**config.mk**
```make
export PLATFORM = sky130hd
export DESIGN_NAME = seg_ram_writer
export DESIGN_NICKNAME = d
export VERILOG_FILES = /design/src/rtl/seg_ram_pkg.sv /design/src/rtl/seg_addr_ctrl.sv /design/src/rtl/seg_nibble_split.sv /design/src/rtl/seg_ram_array.sv /design/src/rtl/seg_ram_writer.sv
export SDC_FILE = /design/constraint.sdc
export NUM_CORES = 1
export LEC_CHECK = 0
export ABC_AREA = 1
export BUFFER_PORTS_ARGS = -buffer_cell sky130_fd_sc_hd__buf_2
export CAP_MARGIN = 5
export CORE_ASPECT_RATIO = 0.6
export CORE_UTILIZATION = 45
export DETAILED_ROUTE_END_ITERATION = 16
export HOLD_SLACK_MARGIN = 0.1
export PLACE_DENSITY = 0.66
export SETUP_SLACK_MARGIN = 0.5
export SYNTH_ARGS = -nofsm -noshare
export SYNTH_HDL_FRONTEND = slang
export SYNTH_SLANG_ARGS = --single-unit
```
**constraint.sdc**
```tcl
create_clock -name clk -period 3.3 [get_ports clk]
set_clock_uncertainty 0.1 [all_clocks]
set_input_delay 0.165 -clock clk [delete_from_list [all_inputs] [get_ports clk]]
set_output_delay 0.165 -clock clk [all_outputs]
set_load 0.1 [all_outputs]
```
**src/rtl/seg_ram_pkg.sv**
```systemverilog
package seg_ram_pkg;

    localparam int COM_COUNT = 4;
    localparam int SEG_COUNT = 36;
    localparam int BYTE_W    = 2 * COM_COUNT;

    typedef logic [COM_COUNT-1:0] com_bits_t;

    typedef struct packed {
        com_bits_t first;
        com_bits_t second;
    } nib_pair_t;

    typedef enum logic [1:0] {
        PTR_HOLD,
        PTR_LOAD,
        PTR_STEP
    } ptr_op_e;

    function automatic com_bits_t msb_first_to_com(input com_bits_t n);
        com_bits_t r;
        for (int i = 0; i < COM_COUNT; i++) begin
            r[i] = n[COM_COUNT-1-i];
        end
        return r;
    endfunction

    function automatic nib_pair_t split_byte(input logic [BYTE_W-1:0] b);
        nib_pair_t p;
        p.first  = msb_first_to_com(b[BYTE_W-1 -: COM_COUNT]);
        p.second = msb_first_to_com(b[COM_COUNT-1:0]);
        return p;
    endfunction

endpackage

```
**src/rtl/seg_addr_ctrl.sv**
```systemverilog
module seg_addr_ctrl
    import seg_ram_pkg::*;
#(
    parameter int SEGS = SEG_COUNT,
    parameter int AW   = $clog2(SEGS)
) (
    input  logic          clk,
    input  logic          rst,
    input  logic          set_en,
    input  logic [AW-1:0] set_addr,
    input  logic          wr_en,
    output logic [AW-1:0] wa0,
    output logic [AW-1:0] wa1,
    output logic [AW-1:0] ptr_q
);

    localparam logic [AW-1:0] LAST = AW'(SEGS - 1);

    function automatic logic [AW-1:0] next_idx(input logic [AW-1:0] a);
        return (a == LAST) ? '0 : a + 1'b1;
    endfunction

    logic [AW-1:0] loaded;
    logic [AW-1:0] base;
    logic [AW-1:0] ptr_d;
    ptr_op_e       op;

    always_comb begin
        loaded = AW'(int'(set_addr) % SEGS);
        base   = set_en ? loaded : ptr_q;
        if (wr_en)       op = PTR_STEP;
        else if (set_en) op = PTR_LOAD;
        else             op = PTR_HOLD;
    end

    assign wa0 = base;
    assign wa1 = next_idx(base);

    always_comb begin
        unique case (op)
            PTR_STEP: ptr_d = next_idx(wa1);
            PTR_LOAD: ptr_d = loaded;
            default:  ptr_d = ptr_q;
        endcase
    end

    always_ff @(posedge clk) begin
        if (rst) ptr_q <= '0;
        else     ptr_q <= ptr_d;
    end

endmodule

```
**src/rtl/seg_nibble_split.sv**
```systemverilog
module seg_nibble_split
    import seg_ram_pkg::*;
#(
    parameter int AW = 6
) (
    input  logic              wr_en,
    input  logic [BYTE_W-1:0] wr_byte,
    input  logic [AW-1:0]     a_first,
    input  logic [AW-1:0]     a_second,
    output logic              we,
    output logic [AW-1:0]     wa0,
    output com_bits_t         wd0,
    output logic [AW-1:0]     wa1,
    output com_bits_t         wd1
);

    nib_pair_t pair;

    always_comb begin
        pair = split_byte(wr_byte);
        we   = wr_en;
        wa0  = a_first;
        wd0  = pair.first;
        wa1  = a_second;
        wd1  = pair.second;
    end

endmodule

```
**src/rtl/seg_ram_array.sv**
```systemverilog
module seg_ram_array
    import seg_ram_pkg::*;
#(
    parameter int SEGS = SEG_COUNT,
    parameter int AW   = $clog2(SEGS)
) (
    input  logic          clk,
    input  logic          rst,
    input  logic          we,
    input  logic [AW-1:0] wa0,
    input  com_bits_t     wd0,
    input  logic [AW-1:0] wa1,
    input  com_bits_t     wd1,
    input  logic [AW-1:0] rd_addr,
    output com_bits_t     rd_data
);

    com_bits_t mem [SEGS];
    com_bits_t rd_sel;

    for (genvar g = 0; g < SEGS; g++) begin : g_entry
        always_ff @(posedge clk) begin
            if (rst) begin
                mem[g] <= '0;
            end else if (we && wa0 == AW'(g)) begin
                mem[g] <= wd0;
            end else if (we && wa1 == AW'(g)) begin
                mem[g] <= wd1;
            end
        end
    end

    always_comb begin
        rd_sel = '0;
        for (int i = 0; i < SEGS; i++) begin
            if (rd_addr == AW'(i)) rd_sel = mem[i];
        end
    end

    always_ff @(posedge clk) begin
        if (rst) rd_data <= '0;
        else     rd_data <= rd_sel;
    end

endmodule

```
**src/rtl/seg_ram_writer.sv**
```systemverilog
module seg_ram_writer
    import seg_ram_pkg::*;
#(
    parameter int SEGS = SEG_COUNT,
    parameter int AW   = $clog2(SEGS)
) (
    input  logic                 clk,
    input  logic                 rst,
    input  logic                 set_en,
    input  logic [AW-1:0]        set_addr,
    input  logic                 wr_en,
    input  logic [BYTE_W-1:0]    wr_byte,
    input  logic [AW-1:0]        rd_addr,
    output logic [COM_COUNT-1:0] rd_data
);

    logic [AW-1:0] ptr_q;
    logic [AW-1:0] a_first;
    logic [AW-1:0] a_second;
    logic          we;
    logic [AW-1:0] wa0;
    logic [AW-1:0] wa1;
    com_bits_t     wd0;
    com_bits_t     wd1;

    seg_addr_ctrl #(.SEGS(SEGS), .AW(AW)) u_ctrl (
        .clk      (clk),
        .rst      (rst),
        .set_en   (set_en),
        .set_addr (set_addr),
        .wr_en    (wr_en),
        .wa0      (a_first),
        .wa1      (a_second),
        .ptr_q    (ptr_q)
    );

    seg_nibble_split #(.AW(AW)) u_split (
        .wr_en    (wr_en),
        .wr_byte  (wr_byte),
        .a_first  (a_first),
        .a_second (a_second),
        .we       (we),
        .wa0      (wa0),
        .wd0      (wd0),
        .wa1      (wa1),
        .wd1      (wd1)
    );

    seg_ram_array #(.SEGS(SEGS), .AW(AW)) u_ram (
        .clk     (clk),
        .rst     (rst),
        .we      (we),
        .wa0     (wa0),
        .wd0     (wd0),
        .wa1     (wa1),
        .wd1     (wd1),
        .rd_addr (rd_addr),
        .rd_data (rd_data)
    );

endmodule

```
==> key figures <==
Status
  • Status: finished clean

Layout
  • Share of cells above drive strength 1: 22.6%
  • Final net count: 1160
  • Commonest non-fill, non-tap cell in the layout: nand2_1
  • Register area: 0.00452 mm²
  • Area delta synth->final: 19.4%
  • Fill count: 1801
  • Cell Count, Final, Fillers Out: 1415
  • Most frequent cells in the layout: nand2_1 (215), edfxtp_1 (144), o22ai_1 (129)
  • Multi-input gate area: 0.00422 mm²
  • Ant diodes: 0

Yosys
  • Syn. warnings: 0
  • Post-Syn Instances: 1053
  • Async set or reset register ratio after synthesis: 0%
  • Top FF cell, synth: edfxtp_1
  • Number of synthesized flops with an enable pin: 144
  • Synth Area per Inst: 8.73 µm²
  • Synth Net Count: 1084
  • Area of the mapped netlist: 0.00919 mm²
  • Sequential-to-total area share from yosys stat: 49.2%
  • Number of synthesized register bits: 154
  • Top-area cell type share of the netlist area: 47.1%
  • Cell variety after synth: 44
  • Synth area leader: edfxtp_1
  • Synth area leaders: edfxtp_1 (47%), nand2_1 (9.6%), o22ai_1 (9.1%)

Worst setup path
  • FF-to-FF setup slack: 0.43 ns
  • Reg2Reg Depth: 22
  • Critical Path RT: 3.53 ns
  • Worst setup SP type: register
  • Crit-path max FO: 1
  • Critical Path End Type: register
  • Setup Crit Path Kind: reg -> reg
  • Crit. Startpoint: u_ram.mem[0][10]
  • RR Endpoint: u_ram.rd_data[2]
  • Crit path arrival time: 3.11 ns
  • RR Startpoint: u_ram.mem[0][10]
  • CP endpoint: u_ram.rd_data[2]

Route
  • Via-to-Cell Ratio: 6.08
  • Drt wl/cell: 22.1 µm
  • First-iteration detailed-routing DRC count: 1316
  • Post-route ant nets: 0
  • Pre-Repair DR Iteration Count: 6
  • Vias: 8610
  • Drt drc: 0
  • WL final: 31200 µm

Timing
  • Crit path time final: 2.87 ns
  • Max-slew headroom: 37.7%
  • Min Hold Slack: 0.189 ns
  • Final hold vios: 0
  • Max Slew Vio Count: 0
  • RSZ-0062 raised after global routing: true
  • Final period utilization: 87.1%
  • Setup WS post-layout: 0.426 ns
  • Number of setup violations in the final report: 0
  • Worst-Margin Slew: 0.929 ns
  • F_max: 0.348 GHz
  • Setup TNS: 0 ns

Global route
  • First-pass GRT wire length: 47200 µm
  • Vias in the first global route: 8096
  • Total track usage: 30.0%
  • Initial antenna violation count: 0
  • Largest net degree at the start of global routing: 37
  • Total congestion overflow: 0

Clocking
  • Sink Count: 154
  • CTS tree: built
  • Clock slew at reported path FFs: 0.06 ns
  • Maximum clock path buffer count: 2
  • Later-pin clock latency in the skew report: 0.43 ns
  • CTS Buf Count: 17
  • CTS root buffer: clkbuf_16
  • H-tree Lvls: 4

Hold path
  • HP Class: in -> reg

Flow run
  • Maxcap violations: 0

Place
  • Dpl hpwl: 22000 µm
  • Final Wtd Congestion: 0.952
  • Port buffer count: 27
  • DP Cell Count: 1364
  • Pre-CTS setup slack: 0.0887 ns

Floorplanning
  • Die Height: 113 µm
  • DIE WIDTH: 186 µm
  • # IOs: 28
  • # rows: 40
  • Total core area: 0.0200 mm²
  • Effective utilization at floorplan: 45.9%
  • Die area: 0.0210 mm²

Power and ir drop
  • PD cells: 467 mW/mm²
  • Worst vdd ir: 0.000418 V
  • Leak: 4.22 nW
  • Overall power: 0.00512 W
==> Yosys cell counts (2+ instances only) <==
library cell	count
a21oi_1	34
and3_1	4
buf_2	2
buf_4	4
clkbuf_1	35
clkinv_1	6
dfxtp_1	10
edfxtp_1	144
ha_1	7
inv_1	117
inv_2	6
inv_4	4
nand2_1	235
nand2_2	5
nand2_4	7
nand3_1	48
nand3_2	8
nand3_4	4
nand4_1	42
nand4_2	6
nand4_4	5
nor2_1	104
nor2_2	8
nor2_4	10
nor2_8	2
nor3_1	7
nor3b_1	2
o211ai_1	2
o21ai_0	25
o21ai_1	5
o21ai_2	2
o22ai_1	133
or2_2	6
xor2_1	4
==> cells by family after synthesis <==
| logic type | count (synthesis) | synth area share (%) |
|---|---|---|
| AND/OR/NAND/NOR | 505 | 27.8 |
| XOR/XNOR | 6 | 0.858 |
| adder cells (fa/ha/maj) | 7 | 0.953 |
| AO/OA/AOI/OAI | 205 | 13.4 |
| buffers and inverters | 176 | 7.68 |
| flip-flops | 154 | 49.2 |
==> final cells by class <==
| cell class | count | area share [%] |
|---|---|---|
| Inverter | 134 | 4.87 |
| Timing Repair Buffer | 99 | 6.80 |
| Clock inverter | 14 | 1.57 |
| Sequential cell | 154 | 41.3 |
| Multi-Input combinational cell | 723 | 38.5 |
| Clock buffer | 18 | 3.91 |
| Tap cell | 273 | 3.11 |
==> routing by layer <==
layer / share of wire (%) / track usage (%) / routed length [µm]
met2: 40 / 40.7 / 12400
met4: 2.2 / 8.74 / 676
met3: 15 / 11.2 / 4640
met5: 0 / 0 / 0
met1: 43 / 43.9 / 13600
==> flip-flops by register name (all words and copies together), names as in the netlist <==
name,count
u_ctrl.ptr_q,6
u_ram.mem,144
u_ram.rd_data,4
==> power breakdown <==
group          internal [W]  switching [W]
Combinational      0.000218       0.000598
Clock               0.00119       0.000847
Sequential          0.00223      0.0000311
Total               0.00364        0.00148
==> timing repair <==
item	in CTS	in global routing
setup buffers	3	11
hold endpoints to repair	13	0
gates resized for setup	6	72
setup endpoints to repair	226	236
hold buffers	5	0
pin swaps	2	43
==> how the worst min path moves through the flow <==
stage	startpoint	endpoint	cells after the start	slack (ns)
global route	set_addr[3]	u_ctrl.ptr_q[3]	5	0.21
floorplan	wr_byte[5]	u_ram.mem[2][10]	2	0.26
detailed placement	u_ram.mem[8][15]	u_ram.rd_data[3]	2	0.45
CTS	set_addr[2]	u_ctrl.ptr_q[2]	6	0.18
global placement	u_ram.mem[8][15]	u_ram.rd_data[3]	2	0.46
finish	set_addr[3]	u_ctrl.ptr_q[3]	5	0.19
==> critical path, cell delays in order (launching register included) <==
cell,delay (ns)
edfxtp_1,0.35
nand4_1,0.10
nand3_1,0.08
nor2_1,0.11
nand4_1,0.15
nand2_1,0.12
nand4_1,0.10
nor2_2,0.14
nand4_1,0.15
nor2_2,0.19
nand4_1,0.10
nor2_1,0.14
nand3_1,0.10
nor2_2,0.16
nand3_2,0.10
nand2_2,0.08
nand3_2,0.08
nand2_2,0.09
nand3_2,0.06
nand2_2,0.06
nand4_1,0.07
nand2_1,0.08
inv_1,0.04
==> metrics by stage <==
step | cell area, µm² | utilization [%]
after floorplan | 9190 | -
after global placement | 9890 | 49.4
after detailed placement | 9890 | 49.4
after CTS | 10600 | 52.9
after global routing | 11000 | 54.8
final | 11000 | 54.8
Note: power is estimated with default switching activity, not from simulation.
